File: src/rtl/burst_seq_pkg.sv
package burst_seq_pkg;

    typedef enum logic [1:0] {
        BS_HOLD = 2'd0,
        BS_LOAD = 2'd1,
        BS_STEP = 2'd2
    } bs_cmd_e;

    typedef enum logic {
        ORD_LINEAR     = 1'b0,
        ORD_INTERLEAVE = 1'b1
    } bs_order_e;

    typedef struct packed {
        logic ce;
        logic ps;
        logic cs;
        logic adv;
    } bs_ctl_s;

    // A strobe outranks advance; the processor strobe needs chip enable.
    function automatic bs_cmd_e bs_decode(bs_ctl_s c);
        if (c.cs || (c.ps && c.ce)) return BS_LOAD;
        if (c.adv)                  return BS_STEP;
        return BS_HOLD;
    endfunction

endpackage

File: src/rtl/burst_cmd_decode.sv
module burst_cmd_decode
    import burst_seq_pkg::*;
(
    input  bs_ctl_s ctl,
    output bs_cmd_e cmd
);
    always_comb cmd = bs_decode(ctl);
endmodule

File: src/rtl/burst_addr_regs.sv
module burst_addr_regs
    import burst_seq_pkg::*;
#(
    parameter int ADDR_W  = 18,
    parameter int BURST_W = 2
) (
    input  logic              clk,
    input  logic              rst,
    input  bs_cmd_e           cmd,
    input  logic [ADDR_W-1:0] load_addr,
    output logic [ADDR_W-1:0] base_q,
    output logic [BURST_W-1:0] beat_q
);
    localparam logic [BURST_W-1:0] BEAT_ONE = BURST_W'(1);

    always_ff @(posedge clk) begin
        if (rst) begin
            base_q <= '0;
            beat_q <= '0;
        end else begin
            unique case (cmd)
                BS_LOAD: begin
                    base_q <= load_addr;
                    beat_q <= '0;
                end
                BS_STEP: beat_q <= beat_q + BEAT_ONE;
                default: ;
            endcase
        end
    end
endmodule

File: src/rtl/burst_order_map.sv
module burst_order_map
    import burst_seq_pkg::*;
#(
    parameter int BURST_W = 2
) (
    input  bs_order_e          order,
    input  logic [BURST_W-1:0] start_low,
    input  logic [BURST_W-1:0] beat,
    output logic [BURST_W-1:0] low
);
    logic [BURST_W-1:0] lin_low;
    logic [BURST_W-1:0] ilv_low;

    assign lin_low = start_low + beat;

    for (genvar i = 0; i < BURST_W; i++) begin : g_xor
        assign ilv_low[i] = start_low[i] ^ beat[i];
    end

    assign low = (order == ORD_INTERLEAVE) ? ilv_low : lin_low;
endmodule

File: src/rtl/burst_addr_seq.sv
module burst_addr_seq
    import burst_seq_pkg::*;
#(
    parameter int ADDR_W  = 18,
    parameter int BURST_W = 2
) (
    input  logic              clk,
    input  logic              rst,
    input  logic              chip_en,
    input  logic              proc_strobe,
    input  logic              ctrl_strobe,
    input  logic              advance,
    input  logic              interleave_mode,
    input  logic [ADDR_W-1:0] addr_in,
    output logic [ADDR_W-1:0] addr_out
);
    localparam int UPPER_W = ADDR_W - BURST_W;

    bs_ctl_s            ctl;
    bs_cmd_e            cmd;
    logic [ADDR_W-1:0]  base_q;
    logic [BURST_W-1:0] beat_q;
    logic [BURST_W-1:0] low;
    bs_order_e          order;

    assign ctl   = '{ce: chip_en, ps: proc_strobe, cs: ctrl_strobe, adv: advance};
    assign order = bs_order_e'(interleave_mode);

    burst_cmd_decode i_dec (
        .ctl (ctl),
        .cmd (cmd)
    );

    burst_addr_regs #(.ADDR_W(ADDR_W), .BURST_W(BURST_W)) i_regs (
        .clk       (clk),
        .rst       (rst),
        .cmd       (cmd),
        .load_addr (addr_in),
        .base_q    (base_q),
        .beat_q    (beat_q)
    );

    burst_order_map #(.BURST_W(BURST_W)) i_map (
        .order     (order),
        .start_low (base_q[BURST_W-1:0]),
        .beat      (beat_q),
        .low       (low)
    );

    assign addr_out = {base_q[ADDR_W-1 -: UPPER_W], low};
endmodule

File: config.mk
export PLATFORM = sky130hd
export DESIGN_NAME = burst_addr_seq
export DESIGN_NICKNAME = d
export VERILOG_FILES = /design/src/rtl/burst_seq_pkg.sv /design/src/rtl/burst_cmd_decode.sv /design/src/rtl/burst_addr_regs.sv /design/src/rtl/burst_order_map.sv /design/src/rtl/burst_addr_seq.sv
export SDC_FILE = /design/constraint.sdc
export NUM_CORES = 1
export LEC_CHECK = 0
export ABC_AREA = 1
export BUFFER_PORTS_ARGS = -buffer_cell sky130_fd_sc_hd__buf_2
export CORE_ASPECT_RATIO = 0.7
export CORE_MARGIN = 1
export CORE_UTILIZATION = 48
export CTS_CLUSTER_SIZE = 14
export DETAILED_ROUTE_END_ITERATION = 8
export HOLD_SLACK_MARGIN = 0.05
export PLACE_DENSITY = 0.78
export RECOVER_POWER = 25
export SYNTH_ARGS = -nofsm -noshare
export SYNTH_HDL_FRONTEND = slang
export SYNTH_SLANG_ARGS = --single-unit
export TNS_END_PERCENT = 50
File: constraint.sdc
create_clock -name clk -period 1.2 [get_ports clk]
set_input_delay 0.24 -clock clk [delete_from_list [all_inputs] [get_ports clk]]
set_output_delay 0.24 -clock clk [all_outputs]
set_load 0.03 [all_outputs]
==> results of run 1 <==
-- logic make-up (layout without fill, tap and decap cells) --
| group | count (synthesis) | count (layout) | synth area share, % |
|---|---|---|---|
| buf+inv | 49 | 72 | 27.0 |
| flops | 20 | 20 | 35.4 |
| simple gates | 70 | 70 | 27.7 |
| compound gates | 19 | 19 | 8.75 |
| fa+ha+maj | 1 | 1 | 1.11 |
-- worst max-delay path: stages (launching register included) --
cell                      delay (ns)
sky130_fd_sc_hd__dfxtp_2        0.38
sky130_fd_sc_hd__ha_4           0.14
sky130_fd_sc_hd__inv_2          0.03
sky130_fd_sc_hd__nor2_2         0.07
sky130_fd_sc_hd__nand3_1        0.06
sky130_fd_sc_hd__nand2_1        0.06
sky130_fd_sc_hd__inv_1          0.04
sky130_fd_sc_hd__buf_6          0.13
-- report_power, final --
group / internal, mW / switching (mW)
clock: 0.185 / 0.219
combinational: 0.132 / 0.236
sequential: 0.714 / 0.0242
-- area by class of cell --
cell class,count,share of cell area [%]
inverter,25,8.17
timing repair buffer,43,18.5
multi-input combinational,90,34.6
tap,32,3.23
clock buffer,4,2.92
sequential,20,32.6
-- timing repair --
item                                   4_1_cts  5_1_grt
endpoints found under the hold margin        0        0
setup endpoints to repair                    2        2
gates resized for setup                      9        2
hold buffers                                 0        0
buffers inserted                             1        0
-- through the flow --
step	utilization (%)	setup TNS [ns]	total power [mW]	hold slack, ns
6_report	56.7	-0.340	1.51	0.135
5_1_grt	56.7	-0.442	1.59	0.127
4_1_cts	57.0	-0.366	1.52	0.138
3_5_place_dp	53.7	-0.0211	1.11	0.466
3_3_place_gp	53.7	0	1.10	0.457
2_1_floorplan	-	0	1.08	0.372
-- state kept, by name, indices dropped and copies added (netlist names) --
register and cells:
i_regs.base_q 18, i_regs.beat_q 2
-- cells in the final DEF, fill, tap and decap left out, types with 2 or more instances in the layout --
master,n
sky130_fd_sc_hd__a21oi_1,18
sky130_fd_sc_hd__buf_2,40
sky130_fd_sc_hd__buf_6,2
sky130_fd_sc_hd__clkbuf_4,3
sky130_fd_sc_hd__dfxtp_1,17
sky130_fd_sc_hd__dfxtp_2,3
sky130_fd_sc_hd__inv_1,22
sky130_fd_sc_hd__nand2_1,27
sky130_fd_sc_hd__nand3_1,20
sky130_fd_sc_hd__nor2_1,19
-- metal layers --
metal / routed length (µm) / vias up
met5: 0 / -
met4: 8 / 0
met3: 100 / 2
met2: 957 / 19
met1: 942 / 402
li1: - / 519
-- path summary, 6_finish.rpt --
kind | to | slack (ns) | cells after the start
min | i_regs.base_q[3]$_SDFFE_PP0N_ | 0.13 | 3
min reg2reg | i_regs.beat_q[1]$_SDFFE_PP0P_ | 0.51 | 2
max | addr_out[1] | -0.25 | 7
max reg2reg | i_regs.beat_q[1]$_SDFFE_PP0P_ | 0.35 | 5
==> reports/qor.json, run 1 <==
{
  "floorplanning": {
    "placementRows": 14,
    "io-pin-count": 43,
    "starting_density_of_the_core_pct": 51.6,
    "die-area_um2": 2550,
    "placeableCoreArea_um2": 2190,
    "floorplan.die.width_um": 60.0,
    "die_h_um": 42.6
  },
  "global_route": {
    "use_met1_pct": 19.6,
    "grtUsageMet3_pct": 6.48,
    "grt.busiest_layer": "met2",
    "number_of_antenna_violations_at_the_first_check_in_global_routing": 0,
    "grt.met2_usage_pct": 28.7,
    "grt_overflow_total": 0,
    "grt_use_total_pct": 16.8,
    "grt_pass1_vias": 802,
    "grt_start_max_net_pins": 38,
    "wire_length_of_the_first_global_routing_pass_um": 3220
  },
  "synth": {
    "ys_ff_latch": 20,
    "synth_largest_area_cell": "sky130_fd_sc_hd__dfxtp_1",
    "synth_top_cells_by_area": "sky130_fd_sc_hd__dfxtp_1 (35%), sky130_fd_sc_hd__buf_4 (11%), sky130_fd_sc_hd__nand2_1 (9.0%)",
    "postSynthAreaPerCell_um2": 7.11,
    "synth_seq_area_share_pct": 35.4,
    "synthTopCellsByCount": "sky130_fd_sc_hd__nand2_1 (27), sky130_fd_sc_hd__inv_1 (23), sky130_fd_sc_hd__dfxtp_1 (20), sky130_fd_sc_hd__nor2_1 (20), sky130_fd_sc_hd__nand3_1 (19)",
    "synthDistinctLibCells": 18,
    "ys_async_sr_fraction_pct": 0,
    "synth_fp_nets": 185,
    "yosys.cell_count.top_type": "sky130_fd_sc_hd__nand2_1",
    "yosys_warnings": 0,
    "synth_enable_flop_cells": 0,
    "synth_top_cell_area_share_pct": 35.4,
    "most_used_flip_flop_cell_after_synthesis": "sky130_fd_sc_hd__dfxtp_1",
    "post_synthesis_cells": 159,
    "synthesis.area_um2": 1130
  },
  "drt": {
    "drt_iter0_drc": 56,
    "total_length_of_routed_wires_um": 2010,
    "firstDrtPassIters": 4,
    "avg_vias_per_cell": 4.40,
    "route.detailed.drc": 0,
    "count_of_vias_placed_by_the_detailed_router": 942,
    "antenna_left": 0,
    "wl_per_cell_um": 9.38
  },
  "placed_design": {
    "gpl.final_weighted_congestion": 0.739,
    "dpl_worst_slack_ns": -0.0211,
    "placed_cell_area_um2": 1180,
    "number_of_port_buffers": 42,
    "hpwlAfterDp_um": 1310,
    "numPlacedInstances": 209
  },
  "clock_tree": {
    "cts_tree": "done",
    "h_tree_depth_reported_by_cts": 1,
    "cts_root_buf": "sky130_fd_sc_hd__clkbuf_4",
    "buffer_levels_on_the_longest_clock_path": 2,
    "numClockSinks": 20,
    "clkSlewWorstSetupHoldPaths_ns": 0.12,
    "cts_made_buffers": 3,
    "worst_skew_late_latency_ns": 0.31
  },
  "sta": {
    "timing.final.crit_share_pct": 121,
    "worstMarginPinSlew_ns": 0.623,
    "clock-skew-final_ns": 0.000180,
    "final_setup_fails": 2,
    "hold_viol_final": 0,
    "maxSlewViolCount": 0,
    "timing.slew.headroom_pct": 58.4,
    "rsz_0062_raised_after_global_routing": "yes",
    "timing.final.crit_period_ns": 1.45,
    "final.setup.worst_slack_ns": -0.251,
    "achievable-frequency_ghz": 0.689
  },
  "critical_path": {
    "cp.required_ns": 0.96,
    "critical_path_source": "i_regs.base_q[0]$_SDFFE_PP0N_",
    "crit_arrival_ns": 1.21,
    "cp-start-kind": "register",
    "startpoint_of_the_most_critical_register_to_register_path": "i_regs.beat_q[0]$_SDFFE_PP0P_",
    "crit_path_kind": "reg -> out",
    "critPathCaptureType": "output pin",
    "worstPathMaxFanout": 2
  },
  "layout": {
    "insertedDiodeCount": 0,
    "final.fill_count": 215,
    "final_nets": 209,
    "final_area_um2": 1240,
    "post_route_cells_drive_above_1_share_pct": 32.4,
    "layout.area.seq_um2": 404,
    "area_delta_synth_final_pct": 9.86,
    "multi_input_comb_area_um2": 429,
    "stdcell_count": 214
  },
  "job": {
    "drv.max_cap_violation_count": 0
  },
  "power_and_ir_drop": {
    "vdd_ir_drop_max_mv": 0.880,
    "total_leakage_power_nw": 0.664,
    "power_per_cell_area_nw_per_um2": 1220
  },
  "status": {
    "run_status": "finished, violations left",
    "failing_checks": "negative setup slack"
  },
  "hold_path": {
    "hp-start": "addr_in[3]",
    "hp-class": "in -> reg"
  }
}
(Power assumes the default switching activity.)
==> run 2: changes to the inputs <==
Settings changed: CORE_UTILIZATION 48 to 35, PLACE_DENSITY 0.78 to not set.
==> reports/qor.json, run 2 (same netlist as run 1, synthesis figures left out) <==
{
  "critical_path": {
    "critical_path.reg2reg.endpoint": "i_regs.beat_q[1]$_SDFFE_PP0P_",
    "timing.critical_path.to": "addr_out[1]",
    "worst-r2r-cell-count": {"value": 5, "change": "unchanged"},
    "worst_path_max_delay_cell": "sky130_fd_sc_hd__dfxtp_2",
    "cp_num_buf_inv": {"value": 3, "change": "unchanged"},
    "crit_path_kind": "reg -> out",
    "register_to_register_path_setup_slack": {"value": 0.38, "unit": "ns", "change": "+0.03 ns"},
    "critical-path-top-delay-family": "flip-flops",
    "critPathCaptureType": "output pin",
    "crit_arrival": {"value": 1.16, "unit": "ns", "change": "-0.05 ns"},
    "cp-start-kind": "register",
    "cp.required": {"value": 0.96, "unit": "ns", "change": "about the same"},
    "worstPathMaxFanout": {"value": 2, "change": "unchanged"},
    "worst-path-stages": {"value": 7, "change": "unchanged"},
    "startpoint_of_the_most_critical_register_to_register_path": "i_regs.beat_q[0]$_SDFFE_PP0P_",
    "critical_path.cell_chain": "ha_4 -> inv_2 -> nor2_1 -> nand3_1 -> nand2_1 -> inv_1 -> buf_6",
    "cp_slowest_stage_delay": {"value": 0.36, "unit": "ns", "change": "-0.02 ns"},
    "critical_path_source": "i_regs.base_q[0]$_SDFFE_PP0N_"
  },
  "layout": {
    "top_library_cells_by_usage_in_the_layout_fill_and_taps_aside": "sky130_fd_sc_hd__buf_2 (40), sky130_fd_sc_hd__nand2_1 (27), sky130_fd_sc_hd__inv_1 (22), sky130_fd_sc_hd__nor2_1 (20), sky130_fd_sc_hd__nand3_1 (20)",
    "layout.area.seq": {"value": 403, "unit": "µm²", "change": "-0.31%"},
    "final_nets": {"value": 209, "change": "unchanged"},
    "largest_reg_flops": {"value": 18, "change": "unchanged"},
    "insertedDiodeCount": {"value": 0, "change": "unchanged"},
    "mostFrequentLayoutCell": "sky130_fd_sc_hd__buf_2",
    "multi_input_comb_area": {"value": 427, "unit": "µm²", "change": "-0.58%"},
    "area_delta_synth_final_pct": 13.1,
    "final.fill_count": {"value": 313, "change": "+46%"},
    "max_flop_register": "i_regs.base_q",
    "biggestRegsByFlops": "i_regs.base_q x18, i_regs.beat_q x2",
    "post_route_cells_drive_above_1_share": {"value": 31.3, "unit": "%", "change": "-1.1 points"}
  },
  "floorplanning": {
    "floorplan.die.width": {"value": 69.9, "unit": "µm", "change": "+17%"},
    "starting_density_of_the_core": {"value": 38.7, "unit": "%", "change": "-13 points"},
    "placementRows": {"value": 16, "change": "+2"},
    "placeableCoreArea": {"value": 2920, "unit": "µm²", "change": "+33%"},
    "die-area": {"value": 3460, "unit": "µm²", "change": "+36%"},
    "die_h": {"value": 49.5, "unit": "µm", "change": "+16%"},
    "io-pin-count": {"value": 43, "change": "unchanged"}
  },
  "global_route": {
    "wire_length_of_the_first_global_routing_pass": {"value": 3410, "unit": "µm", "change": "+6.0%"},
    "grt_start_max_net_pins": {"value": 38, "change": "unchanged"},
    "grt_overflow_total": {"value": 0, "change": "unchanged"},
    "grt_pass1_vias": {"value": 787, "change": "-1.9%"},
    "number_of_antenna_violations_at_the_first_check_in_global_routing": {"value": 0, "change": "unchanged"},
    "grt_use_total": {"value": 12.2, "unit": "%", "change": "-4.6 points"}
  },
  "drt": {
    "avg_vias_per_cell": {"value": 4.29, "change": "-2.5%"},
    "route.detailed.drc": {"value": 0, "change": "unchanged"},
    "firstDrtPassIters": {"value": 4, "change": "unchanged"},
    "antenna_left": {"value": 0, "change": "unchanged"},
    "wl_per_cell": {"value": 9.11, "unit": "µm", "change": "-2.9%"},
    "drt_iter0_drc": {"value": 48, "change": "-14%"},
    "count_of_vias_placed_by_the_detailed_router": {"value": 936, "change": "-0.64%"},
    "total_length_of_routed_wires": {"value": 1990, "unit": "µm", "change": "-1.0%"}
  },
  "status": {
    "failing_checks": "negative setup slack",
    "run_status": "finished, violations left"
  },
  "power_and_ir_drop": {
    "clkPwrFrac": {"value": 37.8, "unit": "%", "change": "+11 points"},
    "switching_power": {"value": 484, "unit": "µW", "change": "+1.0%"},
    "power_per_cell_area": {"value": 1390, "unit": "nW/µm²", "change": "+14%"},
    "post-layout-total-power": {"value": 1.77, "unit": "mW", "change": "+18%"},
    "total_leakage_power": {"value": 0.679, "unit": "nW", "change": "+2.2%"},
    "combPwrFrac": {"value": 20.7, "unit": "%", "change": "-3.6 points"},
    "power_share_of_the_sequential_group": {"value": 41.5, "unit": "%", "change": "-7.4 points"},
    "cellInternalPower": {"value": 1.29, "unit": "mW", "change": "+25%"},
    "swShare": {"value": 27.3, "unit": "%", "change": "-4.5 points"},
    "vdd_ir_drop_max": {"value": 0.977, "unit": "mV", "change": "+11%"}
  },
  "clock_tree": {
    "worst_skew_late_latency": {"value": 0.26, "unit": "ns", "change": "-0.05 ns"},
    "clkSlewWorstSetupHoldPaths": {"value": 0.08, "unit": "ns", "change": "-0.04 ns"},
    "cts_tree": "done",
    "cts_root_buf": "sky130_fd_sc_hd__clkbuf_8",
    "numClockSinks": {"value": 20, "change": "unchanged"},
    "cts-hold-fix-buffers": {"value": 0, "change": "unchanged"},
    "cts_made_buffers": {"value": 3, "change": "unchanged"},
    "buffer_levels_on_the_longest_clock_path": {"value": 2, "change": "unchanged"},
    "h_tree_depth_reported_by_cts": {"value": 1, "change": "unchanged"}
  },
  "sta": {
    "achievable-frequency": {"value": 0.716, "unit": "GHz", "change": "+3.9%"},
    "timing.slew.headroom": {"value": 56.6, "unit": "%", "change": "-1.7 points"},
    "maxSlewViolCount": {"value": 0, "change": "unchanged"},
    "final.setup.worst_slack": {"value": -0.196, "unit": "ns", "change": "+0.0550 ns"},
    "rsz_0062_raised_after_global_routing": "yes",
    "hold_viol_final": {"value": 0, "change": "unchanged"},
    "worstMarginPinSlew": {"value": 0.648, "unit": "ns", "change": "+0.0256 ns"},
    "timing.final.crit_share": {"value": 116, "unit": "%", "change": "-4.6 points"},
    "final_setup_fails": {"value": 2, "change": "unchanged"},
    "clock-skew-final": {"value": 0.000481, "unit": "ns", "change": "+0.000302 ns"},
    "setup_tns": {"value": -0.216, "unit": "ns", "change": "+0.124 ns"},
    "timing.final.crit_period": {"value": 1.40, "unit": "ns", "change": "-0.0550 ns"}
  },
  "placed_design": {
    "number_of_port_buffers": {"value": 42, "change": "unchanged"},
    "hpwlAfterDp": {"value": 1360, "unit": "µm", "change": "+3.8%"},
    "gpl.final_weighted_congestion": {"value": 0.712, "change": "-3.7%"},
    "dpl_worst_slack": {"value": -0.00416, "unit": "ns", "change": "+0.0169 ns"}
  },
  "job": {
    "drv.max_cap_violation_count": {"value": 0, "change": "unchanged"}
  },
  "hold_path": {
    "hp-class": "in -> reg"
  }
}
[run 2: power groups by stage]
stage / Sequential (mW) / Clock, mW / Combinational [mW]
after detailed placement: 0.750 / 0 / 0.358
after global routing: 0.745 / 0.723 / 0.407
final: 0.737 / 0.670 / 0.367
after floorplan: 0.747 / 0 / 0.331
after global placement: 0.749 / 0 / 0.351
after CTS: 0.737 / 0.695 / 0.374
[run 2: worst min-delay path by stage]
stage	from	slack, ns	to	cells after the start
floorplan	addr_in[0]	0.37	i_regs.base_q[0]$_SDFFE_PP0N_	2
global placement	addr_in[16]	0.46	i_regs.base_q[16]$_SDFFE_PP0N_	3
detailed placement	addr_in[12]	0.46	i_regs.base_q[12]$_SDFFE_PP0N_	3
CTS	addr_in[4]	0.19	i_regs.base_q[4]$_SDFFE_PP0N_	3
global route	addr_in[4]	0.19	i_regs.base_q[4]$_SDFFE_PP0N_	3
finish	addr_in[5]	0.20	i_regs.base_q[5]$_SDFFE_PP0N_	3
[run 2: metal layers]
| metal | routed length, µm | part of all wire (%) | global-route usage [%] | up-vias |
|---|---|---|---|---|
| met5 | 0 | 0 | 0 | - |
| met4 | 21 | 1.1 | 4.00 | 0 |
| met3 | 94 | 4.7 | 4.09 | 2 |
| met2 | 908 | 46 | 19.7 | 18 |
| met1 | 962 | 48 | 15.3 | 400 |
| li1 | - | - | - | 516 |
[run 2: layout make-up]
class	instances	share of cell area (%)
sequential	20	31.5
multi-input combinational	90	33.4
timing repair buffer	43	18.0
inverter	25	7.93
clock inverter	1	2.35
tap	36	3.53
clock buffer	3	3.23
[run 2: through the flow]
stage	instances	util, %	hold slack [ns]	area, µm²
after floorplan	159	-	0.372	1130
after global placement	213	40.4	0.459	1180
after detailed placement	213	40.4	0.465	1180
after CTS	218	44.0	0.189	1290
after global routing	218	43.7	0.193	1280
final	218	43.7	0.195	1280
[run 2: worst min-delay path: stages]
cell and delay, ns:
sky130_fd_sc_hd__buf_2 0.08, sky130_fd_sc_hd__a21oi_1 0.03, sky130_fd_sc_hd__nor2_1 0.08
[run 2: repair_timing]
action,CTS,global route
setup buffers,1,0
setup endpoints to repair,2,2
endpoints found under the hold margin,0,0
resized for setup,9,0
pin swaps,1,1
